### config.mk
export PLATFORM = sky130hd
export DESIGN_NAME = mwh_halver
export DESIGN_NICKNAME = d
export VERILOG_FILES = /design/src/rtl/mwh_pkg.sv /design/src/rtl/mwh_cmd_latch.sv /design/src/rtl/mwh_regfile.sv /design/src/rtl/mwh_fill_sel.sv /design/src/rtl/mwh_halve_core.sv /design/src/rtl/mwh_halver.sv
export SDC_FILE = /design/constraint.sdc
export NUM_CORES = 1
export LEC_CHECK = 0
export BUFFER_PORTS_ARGS = -buffer_cell sky130_fd_sc_hd__clkbuf_2
export CAP_MARGIN = 20
export CORE_MARGIN = 2
export CORE_UTILIZATION = 29
export DETAILED_ROUTE_END_ITERATION = 16
export GPL_TIMING_DRIVEN = 0
export PLACE_DENSITY = 0.52
export SLEW_MARGIN = 20
export SYNTH_ARGS = -nofsm -noshare
export SYNTH_HDL_FRONTEND = slang
export SYNTH_HIERARCHICAL = 1
export SYNTH_SLANG_ARGS = --single-unit
### constraint.sdc
create_clock -name clk -period 7.1 [get_ports clk]
set_input_delay 1.065 -clock clk [delete_from_list [all_inputs] [get_ports clk]]
set_output_delay 1.065 -clock clk [all_outputs]
set_load 0.03 [all_outputs]
### src/rtl/mwh_pkg.sv
package mwh_pkg;

  typedef enum logic [2:0] {
    CMD_NOP  = 3'd0,
    CMD_LOAD = 3'd1,
    CMD_SGN  = 3'd2,
    CMD_NXT  = 3'd3,
    CMD_EXT  = 3'd4,
    CMD_PRV  = 3'd5,
    CMD_CLR  = 3'd6,
    CMD_RSV  = 3'd7
  } mwh_cmd_e;

  function automatic logic is_halve(input mwh_cmd_e c);
    return (c == CMD_SGN) || (c == CMD_NXT) || (c == CMD_EXT) || (c == CMD_PRV);
  endfunction

endpackage

### src/rtl/mwh_cmd_latch.sv
module mwh_cmd_latch
  import mwh_pkg::*;
#(
  parameter int W  = 16,
  parameter int AW = 2
) (
  input  logic          clk,
  input  logic          rst,
  input  logic          clr,
  input  logic [2:0]    cmd_i,
  input  logic [AW-1:0] addr_i,
  input  logic [W-1:0]  data_i,
  output mwh_cmd_e      x_cmd,
  output logic [AW-1:0] x_addr,
  output logic [W-1:0]  x_data
);

  always_ff @(posedge clk) begin
    if (rst || clr) begin
      x_cmd  <= CMD_NOP;
      x_addr <= '0;
      x_data <= '0;
    end else begin
      x_cmd  <= mwh_cmd_e'(cmd_i);
      x_addr <= addr_i;
      x_data <= data_i;
    end
  end

endmodule

### src/rtl/mwh_regfile.sv
module mwh_regfile #(
  parameter int W  = 16,
  parameter int N  = 4,
  parameter int AW = 2
) (
  input  logic          clk,
  input  logic          rst,
  input  logic          clr,
  input  logic          we,
  input  logic [AW-1:0] waddr,
  input  logic [W-1:0]  wdata,
  input  logic [AW-1:0] ra_op,
  input  logic [AW-1:0] ra_nbr,
  input  logic [AW-1:0] rd_addr,
  output logic [W-1:0]  op_word,
  output logic [W-1:0]  nbr_word,
  output logic [W-1:0]  rd_q
);

  logic [W-1:0] mem [N];

  for (genvar i = 0; i < N; i++) begin : g_word
    always_ff @(posedge clk) begin
      if (rst || clr) begin
        mem[i] <= '0;
      end else if (we && (waddr == AW'(i))) begin
        mem[i] <= wdata;
      end
    end
  end

  assign op_word  = mem[ra_op];
  assign nbr_word = mem[ra_nbr];

  always_ff @(posedge clk) begin
    if (rst || clr) begin
      rd_q <= '0;
    end else begin
      rd_q <= mem[rd_addr];
    end
  end

endmodule

### src/rtl/mwh_fill_sel.sv
module mwh_fill_sel
  import mwh_pkg::*;
#(
  parameter int W = 16
) (
  input  mwh_cmd_e     mode,
  input  logic [W-1:0] op_word,
  input  logic [W-1:0] nbr_word,
  input  logic [W-1:0] ext_word,
  input  logic [W-1:0] prev_word,
  output logic         fill
);

  always_comb begin
    unique case (mode)
      CMD_SGN: fill = op_word[W-1];
      CMD_NXT: fill = nbr_word[0];
      CMD_EXT: fill = ext_word[0];
      CMD_PRV: fill = prev_word[0];
      default: fill = 1'b0;
    endcase
  end

endmodule

### src/rtl/mwh_halve_core.sv
module mwh_halve_core #(
  parameter int W = 16
) (
  input  logic [W-1:0] op_word,
  input  logic         fill,
  output logic [W-1:0] res,
  output logic         co
);

  for (genvar b = 0; b < W; b++) begin : g_bit
    if (b == W - 1) begin : g_top
      assign res[b] = fill;
    end else begin : g_low
      assign res[b] = op_word[b+1];
    end
  end

  assign co = op_word[0];

endmodule

### src/rtl/mwh_halver.sv
module mwh_halver
  import mwh_pkg::*;
#(
  parameter int W  = 16,
  parameter int N  = 4,
  parameter int AW = (N > 1) ? $clog2(N) : 1
) (
  input  logic          clk,
  input  logic          rst,
  input  logic [2:0]    cmd,
  input  logic [AW-1:0] cmd_addr,
  input  logic [W-1:0]  cmd_data,
  input  logic [AW-1:0] rd_addr,
  output logic [W-1:0]  rd_data,
  output logic [W-1:0]  res_word,
  output logic          carry_out,
  output logic          res_vld
);

  localparam logic [AW-1:0] TOP_ADDR = AW'(N - 1);

  mwh_cmd_e      x_cmd;
  logic [AW-1:0] x_addr;
  logic [W-1:0]  x_data;
  logic          clr_now;
  logic          x_halve;
  logic [AW-1:0] nbr_addr;
  logic [W-1:0]  op_word;
  logic [W-1:0]  nbr_word;
  logic [W-1:0]  prev_q;
  logic          fill;
  logic [W-1:0]  res;
  logic          co;
  logic          rf_we;
  logic [W-1:0]  rf_wdata;

  assign clr_now  = (cmd == 3'(CMD_CLR));
  assign x_halve  = is_halve(x_cmd);
  assign nbr_addr = (x_addr == TOP_ADDR) ? '0 : x_addr + AW'(1);
  assign rf_we    = !clr_now && (x_halve || (x_cmd == CMD_LOAD));
  assign rf_wdata = x_halve ? res : x_data;

  mwh_cmd_latch #(.W(W), .AW(AW)) u_latch (
    .clk    (clk),
    .rst    (rst),
    .clr    (clr_now),
    .cmd_i  (cmd),
    .addr_i (cmd_addr),
    .data_i (cmd_data),
    .x_cmd  (x_cmd),
    .x_addr (x_addr),
    .x_data (x_data)
  );

  mwh_regfile #(.W(W), .N(N), .AW(AW)) u_rf (
    .clk      (clk),
    .rst      (rst),
    .clr      (clr_now),
    .we       (rf_we),
    .waddr    (x_addr),
    .wdata    (rf_wdata),
    .ra_op    (x_addr),
    .ra_nbr   (nbr_addr),
    .rd_addr  (rd_addr),
    .op_word  (op_word),
    .nbr_word (nbr_word),
    .rd_q     (rd_data)
  );

  mwh_fill_sel #(.W(W)) u_fill (
    .mode      (x_cmd),
    .op_word   (op_word),
    .nbr_word  (nbr_word),
    .ext_word  (x_data),
    .prev_word (prev_q),
    .fill      (fill)
  );

  mwh_halve_core #(.W(W)) u_core (
    .op_word (op_word),
    .fill    (fill),
    .res     (res),
    .co      (co)
  );

  always_ff @(posedge clk) begin
    if (rst || clr_now) begin
      res_word  <= '0;
      carry_out <= 1'b0;
      res_vld   <= 1'b0;
      prev_q    <= '0;
    end else begin
      res_vld <= x_halve;
      if (x_halve) begin
        res_word  <= res;
        carry_out <= co;
        prev_q    <= op_word;
      end
    end
  end

endmodule

---- After elaboration in Yosys (flattened, before gate mapping) ----
Memories as Yosys holds them, arrays and structs flattened. A register that Yosys moved wholly into a read port is not among the register bits.
Index checks and enable logic that the tools add are counted.
storage, ports and cells
  register bits ........................... 40
  bits in latches ......................... 0
  bits in writable memories ............... 64
  memory bits (read-only) ................. 0
  input bits .............................. 25
  logic and storage cells ................. 56
  memories ................................ 1
operators by class
  add/subtract/negate cells ............... 1
  multipliers ............................. 0
  div/mod/pow operators ................... 0
  $lt $le $gt $ge ......................... 0
  equality and inequality tests ........... 9
  shifts and indexed selects .............. 0
  muxes and demuxes ....................... 22
  bitwise gates (word level) .............. 4
  reduce and logical (&&, ||, !) cells .... 12
memories
  memory    depth  width  rd ports  clocked after memory_dff  write ports  RTL line           source
  u_rf.mem  4      16     3         2                         4            mwh_regfile.sv:20  logic [W-1:0] mem [N];
operator list
  cell                                                              number
  16-bit 2-to-1 mux                                                 5
  1-bit 2-to-1 mux                                                  14
  3-bit == test (second input constant)                             3
  3-bit by 2-bit == test with 1-bit output (second input constant)  2
  1-bit logical AND                                                 5
  1-bit logical OR                                                  5
  2-bit == test (second input constant)                             2
  2-bit 2-to-1 mux                                                  2
  1-bit bitwise OR                                                  4
  1-bit one-hot mux with 4 select lines                             1
  3-bit by 1-bit == test with 1-bit output (second input constant)  1
  2-bit by 1-bit adder with 2-bit output (second input constant)    1
  2-bit by 1-bit == test with 1-bit output (second input constant)  1
  2-bit zero test                                                   1
  1-bit zero test                                                   1

---- Logic depth before layout (Yosys ltp) ----
Gate-level depths: netlist of run 1.
  word-level depth ........................ 11
  depth in mapped cells ................... 10
  mapped depth without buffers ............ 8

---- By module ----
The synthesis of run 1 kept the hierarchy.
by module, submodules not included
  module          instances  cells an instance  area an instance (sq um)  sequential area each (sq um)
  mwh_regfile     1          270                4,212.8                   2,242.2
  mwh_halver      1          186                1,347.5                   680.7
  mwh_cmd_latch   1          46                 723.2                     420.4
  mwh_halve_core  1          17                 127.6                     0.0
  mwh_fill_sel    1          5                  40.0                      0.0

---- Worst setup path before layout of run 1 ----
No wires, ideal clock.
  path kind ............................... input to register
  start point ............................. input port cmd[2]
  end point ............................... memory u_rf.mem[0][0] (enable)
  library setup time ...................... 372 ps
  data arrival time ....................... 2,710 ps
  path slack .............................. 4,019 ps
  stages on the path ...................... 6
  cells stage by stage .................... and3b_1 -> a211oi_1 -> or3b_1 -> buf_2 -> buf_6 -> nand2_1
RTL lines
  item         RTL line           source
  from (decl)  mwh_halver.sv:10   input logic [2:0] cmd,
  to (decl)    mwh_regfile.sv:20

==> results by stage, run 1 <==
Clocking:
- After clock tree synthesis, the setup repair step added 0 buffers.
- Hold repair after CTS inserted 0 buffers.
- The TritonCTS clock tree is built.
- The clock tree root buffer cell is sky130_fd_sc_hd__clkbuf_16.
- The maximum count of clock buffers along a single path is 2.
- The clock-pin slew on the worst setup and hold paths is 50 ps.
- The number of resized instances in the post-cts repair step is 0.
- The clock latency on the worst-skew pair is 420 ps.
- The total CTS buffers is 17.
- The clock net sink count is 120.
- The number of H-tree branching levels is 4.

Detailed routing:
- After detailed routing, the number of remaining DRC violations is 0.
- For this block, the routed nets add up to 16300 um of wire.
- The detailed router finished its first iteration with 368 violations.
- The residual antenna-violating net count after detailed routing is 0.
- The first TritonRoute pass finished after 5 iterations.
- The detail-routed net length per standard cell is 20.5 um.
- Across all layers, the routed design uses 4036 vias.
- The ratio of routed vias to standard cells is 5.07.

Status:
- The run finished with clean final reports.

Timing:
- The sum of negative setup slack is 0 ps.
- The clock period minus worst slack is 3610 ps.
- Based on the critical path, the design can be clocked at up to 0.277 GHz.
- The number of endpoints failing setup at the final stage is 0.
- Measured against its own limit, the worst slew margin works out to 36.5%.
- The total count of hold-check failures in the final report is 0.
- The tightest hold path in the finished design has a slack of 452 ps.
- The transition time of the tightest slew-check pin is 951 ps.
- In the finished design, the share of the clock period the worst path needs comes to 50.8%.
- Setup repair after global routing left no endpoint under its margin.
- The number of slew-limit violations in the final report is 0.
- The worst setup skew after layout is 8.37 ps.

Yosys:
- After synthesis, the mean cell area works out to 12.6 um2.
- After technology mapping, the gate count stands at 447.
- The synthesized net count is 473.
- The number of warnings issued by yosys is 6.
- The post-synthesis instance area is 0.00562 mm2.

Finish:
- The layout cell share with drive strength beyond 1 is 31.5%.
- From synthesis to final layout, the design area changed by 20.6%.
- The net total in the final layout is 549.
- The number of antenna diodes is 0.
- After filler insertion, the fill cell instance count of the layout stands at 1889.
- Leaving out filler cells and counting taps, the final layout contains 796.
- The area taken by flip-flops and latches is 0.00304 mm2.
- The area occupied by multi-input gates is 0.00220 mm2.

Global routing:
- The via count of the first global-routing pass came to 4121.
- The overall track demand over capacity in global routing is 16.4%.
- The number of antenna violations at the first check in global routing is 0.
- The maximum number of pins on one net before global-route repair is 17.
- The wire length of the first global-routing pass is 24200 um.
- After global routing the overflow that remains totals 0.

Power and ir drop:
- The leakage component of the power is 2.55 nW.
- The power per cell area is 271 mW/mm2.
- The peak ir drop on the vdd network is 0.154 mV.

Flow run:
- The number of maximum-capacitance violations is 0.

Die:
- The count of pins on the block boundary is 59.
- The die covers 0.0205 mm2.
- The region available for standard cell placement spans 0.0188 mm2.
- The horizontal extent of the die is 143 um.
- In this run the vertical extent of the chip is 143 um.
- The cell row count is 50.
- For this configuration, the core starts out at a cell density of 29.8%.

Worst setup path:
- In this run the critical register-to-register path is launched from u_latch/x_cmd[2].
- STA puts the critical path data arrival time at 3640 ps.
- The critical path is of the in -> reg type.
- The worst setup path is captured at a flip-flop.
- For the worst setup path, the data required time is 7140 ps.
- The setup check on the worst reg-to-reg path leaves a slack of 4020 ps.
- The nature of the critical path startpoint is an input pin.
- The number of cells on the worst reg-to-reg path is 5.
- The critical register-to-register path endpoint is u_rf/mem[1][8].
- Along the worst path, the maximum fanout reaches 16.

Place:
- The global placement routability congestion is 0.829.
- Summed over all nets, the half-perimeter wirelength after detailed placement is 11300 um.
- The count of buffers from port buffering is 57.
- After detailed placement, the design holds a cell count of 764.

Min path:
- The worst-case hold path end point is carry_out.
- The number of instances on the worst hold path is 2.
- The type of the worst min-delay path is reg -> reg.
- The startpoint identified for the worst hold timing path is carry_out.
==> worst max path at each step <==
stage                           end    from  cells after the start  slack, ps
floorplan            u_rf/mem[0][0]  cmd[2]                      6       4020
CTS                  u_rf/mem[1][8]  cmd[2]                      6       3510
global route         u_rf/mem[1][8]  cmd[0]                      6       3310
finish               u_rf/mem[1][8]  cmd[2]                      6       3490
detailed placement  u_rf/mem[1][11]  cmd[2]                      6       3080
global placement    u_rf/mem[1][13]  cmd[2]                      6       3180
==> flip-flops by register name, summed over array words and instances, names as in the netlist <==
| name | count |
|---|---|
| res_word | 16 |
| u_latch/x_cmd | 3 |
| u_rf/rd_q | 16 |
| carry_out | 1 |
| u_latch/x_data | 16 |
| res_vld | 1 |
| u_rf/mem | 64 |
| u_latch/x_addr | 2 |
| prev_q | 1 |
==> layer usage <==
metal / vias up / routed length, um / track usage (%)
li1: 1818 / - / -
met1: 2009 / 6510 / 20.2
met2: 180 / 8330 / 27.4
met3: 29 / 1050 / 3.92
met4: 0 / 399 / 7.24
met5: - / 0 / 0
==> placed cells by master (no fill, tap or decap) <==
master,instances
sky130_fd_sc_hd__nor3b_1,1
sky130_fd_sc_hd__clkbuf_2,57
sky130_fd_sc_hd__clkinv_2,3
sky130_fd_sc_hd__nand2_1,72
sky130_fd_sc_hd__buf_4,17
sky130_fd_sc_hd__buf_6,6
sky130_fd_sc_hd__a21oi_1,18
sky130_fd_sc_hd__o22ai_1,17
sky130_fd_sc_hd__dfxtp_1,56
sky130_fd_sc_hd__xnor2_1,1
sky130_fd_sc_hd__and3b_1,1
sky130_fd_sc_hd__or3b_1,2
sky130_fd_sc_hd__nor4b_2,9
sky130_fd_sc_hd__nand3b_1,2
sky130_fd_sc_hd__buf_2,15
sky130_fd_sc_hd__mux4_2,17
sky130_fd_sc_hd__nor4b_1,55
sky130_fd_sc_hd__clkbuf_1,23
sky130_fd_sc_hd__edfxtp_1,64
sky130_fd_sc_hd__xor2_2,1
sky130_fd_sc_hd__mux2i_1,34
sky130_fd_sc_hd__or2_2,1
sky130_fd_sc_hd__buf_1,11
sky130_fd_sc_hd__clkbuf_8,6
sky130_fd_sc_hd__nand2b_1,1
sky130_fd_sc_hd__nor3b_2,20
sky130_fd_sc_hd__or2b_1,1
sky130_fd_sc_hd__a211oi_1,1
sky130_fd_sc_hd__nand3_1,1
sky130_fd_sc_hd__nor3_1,1
sky130_fd_sc_hd__nor2_1,3
sky130_fd_sc_hd__or3_1,1
sky130_fd_sc_hd__ha_1,1
sky130_fd_sc_hd__clkbuf_16,17
==> per-stage QoR <==
stage	setup slack [ps]	utilization (%)	instance area (um2)	power [mW]
floorplan	4020	-	5620	0.978
global placement	3180	33.1	6230	1.06
detailed placement	3080	33.1	6230	1.06
CTS	3510	36.0	6770	1.85
global route	3310	36.0	6770	1.90
finish	3490	36.0	6770	1.84
==> worst max-delay path: stages <==
cell                       delay [ps]
sky130_fd_sc_hd__clkbuf_2          80
sky130_fd_sc_hd__and3b_1          300
sky130_fd_sc_hd__a211oi_1         510
sky130_fd_sc_hd__nand3b_1         460
sky130_fd_sc_hd__clkbuf_1         410
sky130_fd_sc_hd__nand2_1          800
==> power by group <==
group / switching (mW) / internal [mW] / total, mW
Combinational: 0.151 / 0.0966 / 0.247
Clock: 0.289 / 0.499 / 0.788
Sequential: 0.0227 / 0.778 / 0.801
Total: 0.463 / 1.37 / 1.84
==> layout make-up <==
cell class              count  area share, %
repair buffers             57           4.21
clock buffers              29           7.83
multi-input cells         261           32.5
well taps                 260           4.80
flip-flops and latches    120           44.9
plain buffers              66           5.54
clock inverters             3          0.222
(Power assumes the default switching activity.)
==> inputs of run 2 (changes only) <==
- ABC_AREA: not set -> 1
- PLACE_DENSITY: 0.52 -> 0.53
- clock period: 7.1 -> 3.12 ns (I/O delays scaled with it)
==> run 2 against run 1 <==
  * Via count up 8.7%
  * Largest power group is now the clock network
  * Critical path type is now reg -> reg
  * Core utilization about the same
  * Clock power up 140%
  * Synthesized cell count up 58%
  * Clock-buffer cell count down 1
  * Critical path depth up 7
==> results by stage, run 2 <==
Clocking:
- The clock tree root buffer cell was sky130_fd_sc_hd__clkbuf_16 (unchanged).
- The number of resized instances in the post-cts repair step is 0 (unchanged).
- The clock latency on the worst-skew pair was 410 ps (was 420 ps).
- The clock net sink count is 120 (unchanged).
- The number of hold-repair buffers added at the cts stage is 0 (unchanged).
- The TritonCTS clock tree is built (unchanged).
- The clock-pin slew on the worst setup and hold paths is 50 ps (about the same).
- The number of H-tree branching levels is 4 (unchanged).
- The total setup buffers inserted after CTS came to 0 (unchanged).
- The maximum count of clock buffers along a single path is 2 (unchanged).
- The total CTS buffers is 17 (unchanged).

Worst setup path:
- The critical setup path kind is reg -> reg (was in -> reg).
- In this design, the critical path's most frequently occurring cell is sky130_fd_sc_hd__nand2_1.
- The capturing element of the worst setup path is u_rf/mem[1][15] (was u_rf/mem[1][8]).
- The origin of the worst setup path was u_latch/x_addr[0] (was cmd[2]).
- Ordered list of cells on the worst path: buf_2, clkbuf_1, o21ai_0, nand2_1, inv_2, nand2_1, nand3_1, nand2_1, buf_4, nand3_1, nand2_1, inv_1, nor2_1 (was clkbuf_2, and3b_1, a211oi_1, nand3b_1, clkbuf_1, nand2_1).
- The nature of the critical path startpoint is a flip-flop (was input pin).
- The number of buffers and inverters on the critical path was 5 (was 2).
- The reg-to-reg startpoint is u_latch/x_addr[0] (was u_latch/x_cmd[2]).
- The depth of the worst register-to-register path is 13 (was 5).
- The critical register-to-register path endpoint is u_rf/mem[1][15] (was u_rf/mem[1][8]).
- The sort of element at the end of the critical path is a flip-flop (unchanged).
- The highest fanout seen on the critical path came to 10 (was 16).
- The longest individual stage delay on the worst path is 580 ps (was 800 ps).
- The worst endpoint required time was 3380 ps (was 7140 ps).
- The highest-delay cell along the critical path is sky130_fd_sc_hd__dfxtp_1 (was sky130_fd_sc_hd__nand2_1).
- The cell class contributing the biggest share of worst-path delay is buffers and inverters (was simple AND/OR/NAND/NOR gates).
- The reg-to-reg setup timing slack is 630 ps (was 4020 ps).
- The number of stages on the worst setup path was 13 (was 6).
- The arrival time at the worst endpoint is 2750 ps (was 3640 ps).

Global routing:
- The overall track demand over capacity in global routing is 14.2% (was 16.4%).
- The wire length of the first global-routing pass came to 24000 um (was 24200 um).
- The via count of the first global-routing pass came to 4481 (was 4121).
- The number of antenna violations at the first check in global routing was 0 (unchanged).
- The remaining global-route overflow was 0 (unchanged).
- The maximum number of pins on one net before global-route repair was 17 (unchanged).

Detailed routing:
- The total via count in the routed design came to 4386 (was 4036).
- The DRC marker count from the first detailed-route iteration came to 334 (was 368).
- The number of remaining DRC errors is 0 (unchanged).
- The ratio of routed vias to standard cells is 4.15 (was 5.07).
- The total wire length came to 14300 um (was 16300 um).
- The first-pass iteration count of the detailed router is 7 (was 5).
- The detail-routed net length per standard cell was 13.5 um (was 20.5 um).
- The residual antenna-violating net count after detailed routing is 0 (unchanged).

Die:
- The horizontal extent of the die came to 146 um (was 143 um).
- The cell row count was 51 (was 50).
- The initial core utilization is 29.8% (about the same).
- The count of pins on the block boundary is 59 (unchanged).
- The placeable core region is 0.0197 mm2 (was 0.0188 mm2).
- The total die area was 0.0213 mm2 (was 0.0205 mm2).
- The chip height was 146 um (was 143 um).

Timing:
- The final hold slack is 260 ps (was 452 ps).
- The worst setup skew after layout is 5.76 ps (was 8.37 ps).
- The sum of negative setup slack is 0 ps (unchanged).
- The fmax is 0.402 GHz.
- The tightest slew margin relative to the limit was 50.2% (was 36.5%).
- In the finished design, the share of the clock period the worst path needs comes to 79.7%.
- RSZ-0062 raised after global routing: false (unchanged).
- The number of slew-limit violations in the final report is 0 (unchanged).
- The worst path needs 2490 ps of the cycle, external delays included.
- The transition time of the tightest slew-check pin is 746 ps (was 951 ps).
- The number of endpoints failing setup at the final stage was 0 (unchanged).
- The total count of hold-check failures in the final report is 0 (unchanged).
- The worst-case setup margin in the final layout is 633 ps (was 3490 ps).

Finish:
- The flip-flop count of the largest register after layout is 64 (unchanged).
- The final-layout fill cell count came to 2118 (was 1889).
- The summed area of non-filler cells in the final layout is 0.00706 mm2 (was 0.00677 mm2).
- The register containing the most flip-flops in the final layout is u_rf/mem (unchanged).
- The area occupied by multi-input gates was 0.00197 mm2 (was 0.00220 mm2).
- The most frequent standard cell in the layout excluding fill and tap cells is sky130_fd_sc_hd__nand2_1 (unchanged).
- Highest-count cells in the layout ignoring fill and taps: sky130_fd_sc_hd__nand2_1, sky130_fd_sc_hd__inv_1, sky130_fd_sc_hd__nor2_1, sky130_fd_sc_hd__edfxtp_1 (was sky130_fd_sc_hd__nand2_1, sky130_fd_sc_hd__edfxtp_1, sky130_fd_sc_hd__clkbuf_2).
- The number of antenna diodes is 0 (unchanged).
- The area taken by flip-flops and latches is 0.00304 mm2 (unchanged).
- The number of cells in the finished layout apart from fillers is 1058 (was 796).
- The net total in the final layout is 806 (was 549).
- The signed area change from the synthesized netlist to the final layout is 20.6% (about the same).
- The layout cell share with drive strength beyond 1 is 23.5% (was 31.5%).

Power and ir drop:
- The leakage component of the power is 3.18 nW (was 2.55 nW).
- The peak ir drop on the vdd network is 0.395 mV (was 0.154 mV).
- The power per cell area came to 613 mW/mm2 (was 271 mW/mm2).

Place:
- The sum of net half-perimeters after detailed placement is 11300 um (about the same).
- The post-placement worst setup slack is 636 ps (was 3080 ps).
- The post-place instance area is 0.00647 mm2 (was 0.00623 mm2).
- The number of placed instances with taps included is 1026 (was 764).
- The count of buffers from port buffering is 56 (was 57).
- The global placement routability congestion is 0.840 (was 0.829).

Yosys:
- The synthesized net count is 731 (was 473).
- The post-synthesis area per instance is 8.31 um2 (was 12.6 um2).
- The number of warnings issued by yosys was 6 (unchanged).
- The number of instances in the synthesized netlist came to 705 (was 447).
- The post-synthesis instance area came to 0.00586 mm2 (was 0.00562 mm2).

Status:
- Status: complete, no violations (unchanged).

Min path:
- The hold path startpoint is cmd_data[1] (was carry_out).
- The type of the worst min-delay path is in -> reg (was reg -> reg).

Flow run:
- The number of maximum-capacitance violations is 0 (unchanged).
run 2: cell count changes in the layout (fill, tap and decap cells not counted), moves of 18 or more:
cell	previous run	this run
sky130_fd_sc_hd__nor2_1	3	64
sky130_fd_sc_hd__nor2_2	0	28
sky130_fd_sc_hd__mux2i_1	34	0
sky130_fd_sc_hd__a21oi_1	18	49
sky130_fd_sc_hd__nor4b_1	55	0
sky130_fd_sc_hd__o21ai_0	0	18
sky130_fd_sc_hd__nor3b_2	20	0
sky130_fd_sc_hd__nand3_1	1	54
sky130_fd_sc_hd__nand2_1	72	157
sky130_fd_sc_hd__inv_1	0	109
run 2: final cells by class:
| cell class | count | area share, % |
|---|---|---|
| well taps | 265 | 4.70 |
| plain buffers | 62 | 5.65 |
| multi-input cells | 405 | 27.9 |
| flip-flops and latches | 120 | 43.1 |
| repair buffers | 56 | 3.97 |
| clock buffers | 28 | 8.08 |
| clock inverters | 4 | 0.337 |
| inverters | 118 | 6.31 |
run 2: layer usage:
layer	up-vias	routed length, um	track usage (%)
li1	2343	-	-
met1	1884	7150	19.8
met2	145	6250	21.6
met3	14	710	3.03
met4	0	165	5.49
met5	-	0	0
run 2: worst min-delay path: cells and delay by family:
family / cells / cell delay (ps)
and+or+nand+nor: 1 / 30
buffers and inverters: 2 / 130
run 2: metrics by stage:
step | utilization [%] | total power [mW]
after detailed placement | 32.9 | 2.45
after global routing | 35.9 | 4.52
final | 35.9 | 4.33
after floorplan | - | 2.27
after CTS | 35.9 | 4.38
after global placement | 32.9 | 2.44
run 2: where the power goes:
group	internal, mW	switching [mW]
Sequential	1.77	0.0527
Combinational	0.195	0.393
Clock	1.24	0.674
Total	3.21	1.12
run 2: how the worst min path moves through the flow:
stage,slack (ps),end,depth (start not counted)
finish,260,u_latch/x_data[1],3
global route,260,u_latch/x_data[4],3
CTS,250,u_latch/x_data[13],3
detailed placement,450,res_word[7],2
global placement,450,res_word[6],2
floorplan,460,prev_q[0],2
==> inputs of run 3 (changes only) <==
- clock period: 3.12 -> 2 ns (I/O delays scaled with it)
==> run 3 against run 2 <==
  * Die area did not move
  * Design area up 0.94%
  * Register-to-register slack worse by 500 ps
  * Critical path depth shrank 5
  * Clock-buffer cell count down 6
  * Global-route usage down 0.24 points
  * First-iteration DRC count rose by 11%
  * Flip-flop and latch count is the same
  * Via count fell by 0.11%
  * Non-clock buffer count up 3
  * Maximum frequency up 33%
==> results by stage, run 3 (synthesized netlist as in run 2, its figures left out) <==
Detailed routing:
- The first-pass iteration count of the detailed router is 5 (was 7).
- The ratio of routed vias to standard cells is 4.13 (was 4.15).
- The DRC marker count from the first detailed-route iteration came to 370 (was 334).
- The total via count in the routed design is 4381 (was 4386).
- The total wire length came to 14200 um (was 14300 um).
- The residual antenna-violating net count after detailed routing is 0 (unchanged).
- The detail-routed net length per standard cell is 13.4 um (was 13.5 um).
- The number of remaining DRC errors came to 0 (unchanged).

Die:
- The placeable core region is 0.0197 mm2 (unchanged).
- The cell row count was 51 (unchanged).
- The total die area is 0.0213 mm2 (unchanged).
- The count of pins on the block boundary came to 59 (unchanged).
- The initial core utilization is 29.8% (unchanged).
- The horizontal extent of the die is 146 um (unchanged).
- The chip height is 146 um (unchanged).

Min path:
- The type of the worst min-delay path is in -> reg (unchanged).
- The number of instances on the worst hold path is 3 (unchanged).
- The hold path startpoint is cmd_data[12] (was cmd_data[1]).
- The worst-case hold path end point is u_latch/x_data[12] (was u_latch/x_data[1]).

Timing:
- The clock period minus worst slack is 1870 ps (was 2490 ps).
- The worst-case setup margin in the final layout is 135 ps (was 633 ps).
- The transition time of the tightest slew-check pin is 476 ps (was 746 ps).
- The fmax was 0.536 GHz (was 0.402 GHz).
- The final hold slack is 88.3 ps (was 260 ps).
- The worst setup skew after layout is 13.0 ps (was 5.76 ps).
- The number of endpoints failing setup at the final stage is 0 (unchanged).
- The post-route clock period utilization was 93.3% (was 79.7%).
- The sum of negative setup slack is 0 ps (unchanged).
- The number of slew-limit violations in the final report came to 0 (unchanged).
- The total count of hold-check failures in the final report was 0 (unchanged).
- The tightest slew margin relative to the limit is 68.3% (was 50.2%).

Finish:
- The layout cell share with drive strength beyond 1 is 26.0% (was 23.5%).
- The number of antenna diodes is 0 (unchanged).
- Highest-count cells in the layout ignoring fill and taps: sky130_fd_sc_hd__nand2_1, sky130_fd_sc_hd__inv_1, sky130_fd_sc_hd__edfxtp_1 (was sky130_fd_sc_hd__nand2_1, sky130_fd_sc_hd__inv_1, sky130_fd_sc_hd__nor2_1, sky130_fd_sc_hd__edfxtp_1).
- The final-layout fill cell count is 2110 (was 2118).
- The net total in the final layout is 810 (was 806).
- The signed area change from the synthesized netlist to the final layout is 21.7% (was 20.6%).
- The flip-flop count of the largest register after layout is 64 (unchanged).
- The register containing the most flip-flops in the final layout is u_rf/mem (unchanged).
- The most frequent standard cell in the layout excluding fill and tap cells was sky130_fd_sc_hd__nand2_1 (unchanged).
- The utilization after layout is 36.3% (was 35.9%).
- The number of cells in the finished layout apart from fillers is 1062 (was 1058).

Clocking:
- The total CTS buffers is 17 (unchanged).
- The number of H-tree branching levels is 4 (unchanged).
- The clock net sink count came to 120 (unchanged).
- The clock tree root buffer cell is sky130_fd_sc_hd__clkbuf_16 (unchanged).
- The TritonCTS clock tree was built (unchanged).
- The clock-pin slew on the worst setup and hold paths is 50 ps (about the same).
- The maximum count of clock buffers along a single path is 2 (unchanged).
- The clock latency on the worst-skew pair is 420 ps (was 410 ps).

Global routing:
- The maximum number of pins on one net before global-route repair came to 17 (unchanged).
- The via count of the first global-routing pass was 4272 (was 4481).
- The remaining global-route overflow is 0 (unchanged).
- The number of antenna violations at the first check in global routing was 0 (unchanged).
- The overall track demand over capacity in global routing is 14.0% (was 14.2%).
- The wire length of the first global-routing pass is 23400 um (was 24000 um).

Worst setup path:
- The arrival time at the worst endpoint is 1960 ps (was 2750 ps).
- The nature of the critical path startpoint is a flip-flop (unchanged).
- Ordered list of cells on the worst path: inv_1, nand2_4, buf_4, o21ai_0, nor2_1, buf_6, nand3_1, nand2_4 (was buf_2, clkbuf_1, o21ai_0, nand2_1, inv_2, nand2_1, nand3_1, nand2_1, buf_4, nand3_1, nand2_1, inv_1, nor2_1).
- The longest individual stage delay on the worst path is 390 ps (was 580 ps).
- The critical register-to-register path endpoint is u_rf/mem[1][9] (was u_rf/mem[1][15]).
- The critical path's most frequent cell is sky130_fd_sc_hd__nand2_4 (was sky130_fd_sc_hd__nand2_1).
- The highest-delay cell along the critical path is sky130_fd_sc_hd__dfxtp_1 (unchanged).
- The reg-to-reg setup timing slack is 130 ps (was 630 ps).
- The reg-to-reg startpoint is u_latch/x_cmd[1] (was u_latch/x_addr[0]).
- The depth of the worst register-to-register path is 8 (was 13).
- The worst endpoint required time was 2090 ps (was 3380 ps).
- The sort of element at the end of the critical path is a flip-flop (unchanged).
- The critical setup path kind is reg -> reg (unchanged).
- The highest fanout seen on the critical path is 16 (was 10).

Power and ir drop:
- The leakage component of the power was 3.19 nW (was 3.18 nW).
- The power per cell area is 920 mW/mm2 (was 613 mW/mm2).
- The peak ir drop on the vdd network is 0.550 mV (was 0.395 mV).

Place:
- The sum of net half-perimeters after detailed placement is 11300 um (about the same).
- The number of placed instances with taps included is 1026 (unchanged).
- The global placement routability congestion is 0.801 (was 0.840).
- The count of buffers from port buffering is 56 (unchanged).
- The post-placement worst setup slack is -307 ps (was 636 ps).

Status:
- Status: complete, no violations (unchanged).

Flow run:
- The number of maximum-capacitance violations came to 0 (unchanged).
run 3: cell count changes in the layout (fill, tap and decap cells not counted), sizes merged:
cell and change:
clkinv +4, clkinvlp +2, nand2 +1, clkbuf -5, buf +2, bufinv +1
inv -1
run 3: worst max-delay path, delay by kind of cell (launching register included):
kind,cells,cell delay (ps)
AND/OR/NAND/NOR,4,590
flip-flops,1,390
AO/OA/AOI/OAI,1,90
buffers and inverters,3,450
run 3: metal layers:
| layer | share of wire, % | GRT usage (%) | vias up |
|---|---|---|---|
| li1 | - | - | 2351 |
| met1 | 50 | 19.6 | 1908 |
| met2 | 44 | 21.6 | 108 |
| met3 | 4.4 | 2.88 | 14 |
| met4 | 1.4 | 4.71 | 0 |
| met5 | 0 | 0 | - |
run 3: what timing repair did:
| item | in CTS | in global routing |
|---|---|---|
| gates cloned | 0 | 1 |
| setup buffers | 4 | 0 |
| resized for setup | 15 | 24 |
| hold buffers | 0 | 0 |
| pin swaps | 4 | 9 |
| endpoints found under the setup margin | 88 | 126 |
run 3: worst max-delay path by stage:
stage | slack, ps | startpoint | end
floorplan | 60 | u_latch/x_addr[1] | u_rf/mem[1][15]
global placement | -310 | u_latch/x_cmd[1] | u_rf/mem[1][10]
detailed placement | -310 | u_latch/x_cmd[1] | u_rf/mem[1][10]
CTS | 2 | u_latch/x_addr[0] | u_rf/mem[2][15]
global route | -5 | u_latch/x_cmd[2] | u_rf/mem[1][8]
finish | 130 | u_latch/x_cmd[1] | u_rf/mem[1][9]
run 3: through the flow:
step | power (mW) | cell area (um2)
5_1_grt | 6.84 | 7130
3_5_place_dp | 3.82 | 6470
6_report | 6.56 | 7130
4_1_cts | 6.61 | 7080
2_1_floorplan | 3.54 | 5860
3_3_place_gp | 3.81 | 6470
run 3: power breakdown:
part	switching, mW	leakage (nW)	internal [mW]
Clock	1.04	0.255	1.72
Sequential	0.0760	1.14	2.77
Combinational	0.632	1.79	0.323
run 3: final cells by class:
cell class | count | area [um2] | area share [%]
well taps | 265 | 332 | 4.65
clock inverters | 10 | 80.1 | 1.12
multi-input cells | 406 | 2040 | 28.6
repair buffers | 60 | 310 | 4.35
clock buffers | 22 | 454 | 6.37
flip-flops and latches | 120 | 3050 | 42.8
inverters | 118 | 448 | 6.28
plain buffers | 61 | 414 | 5.81
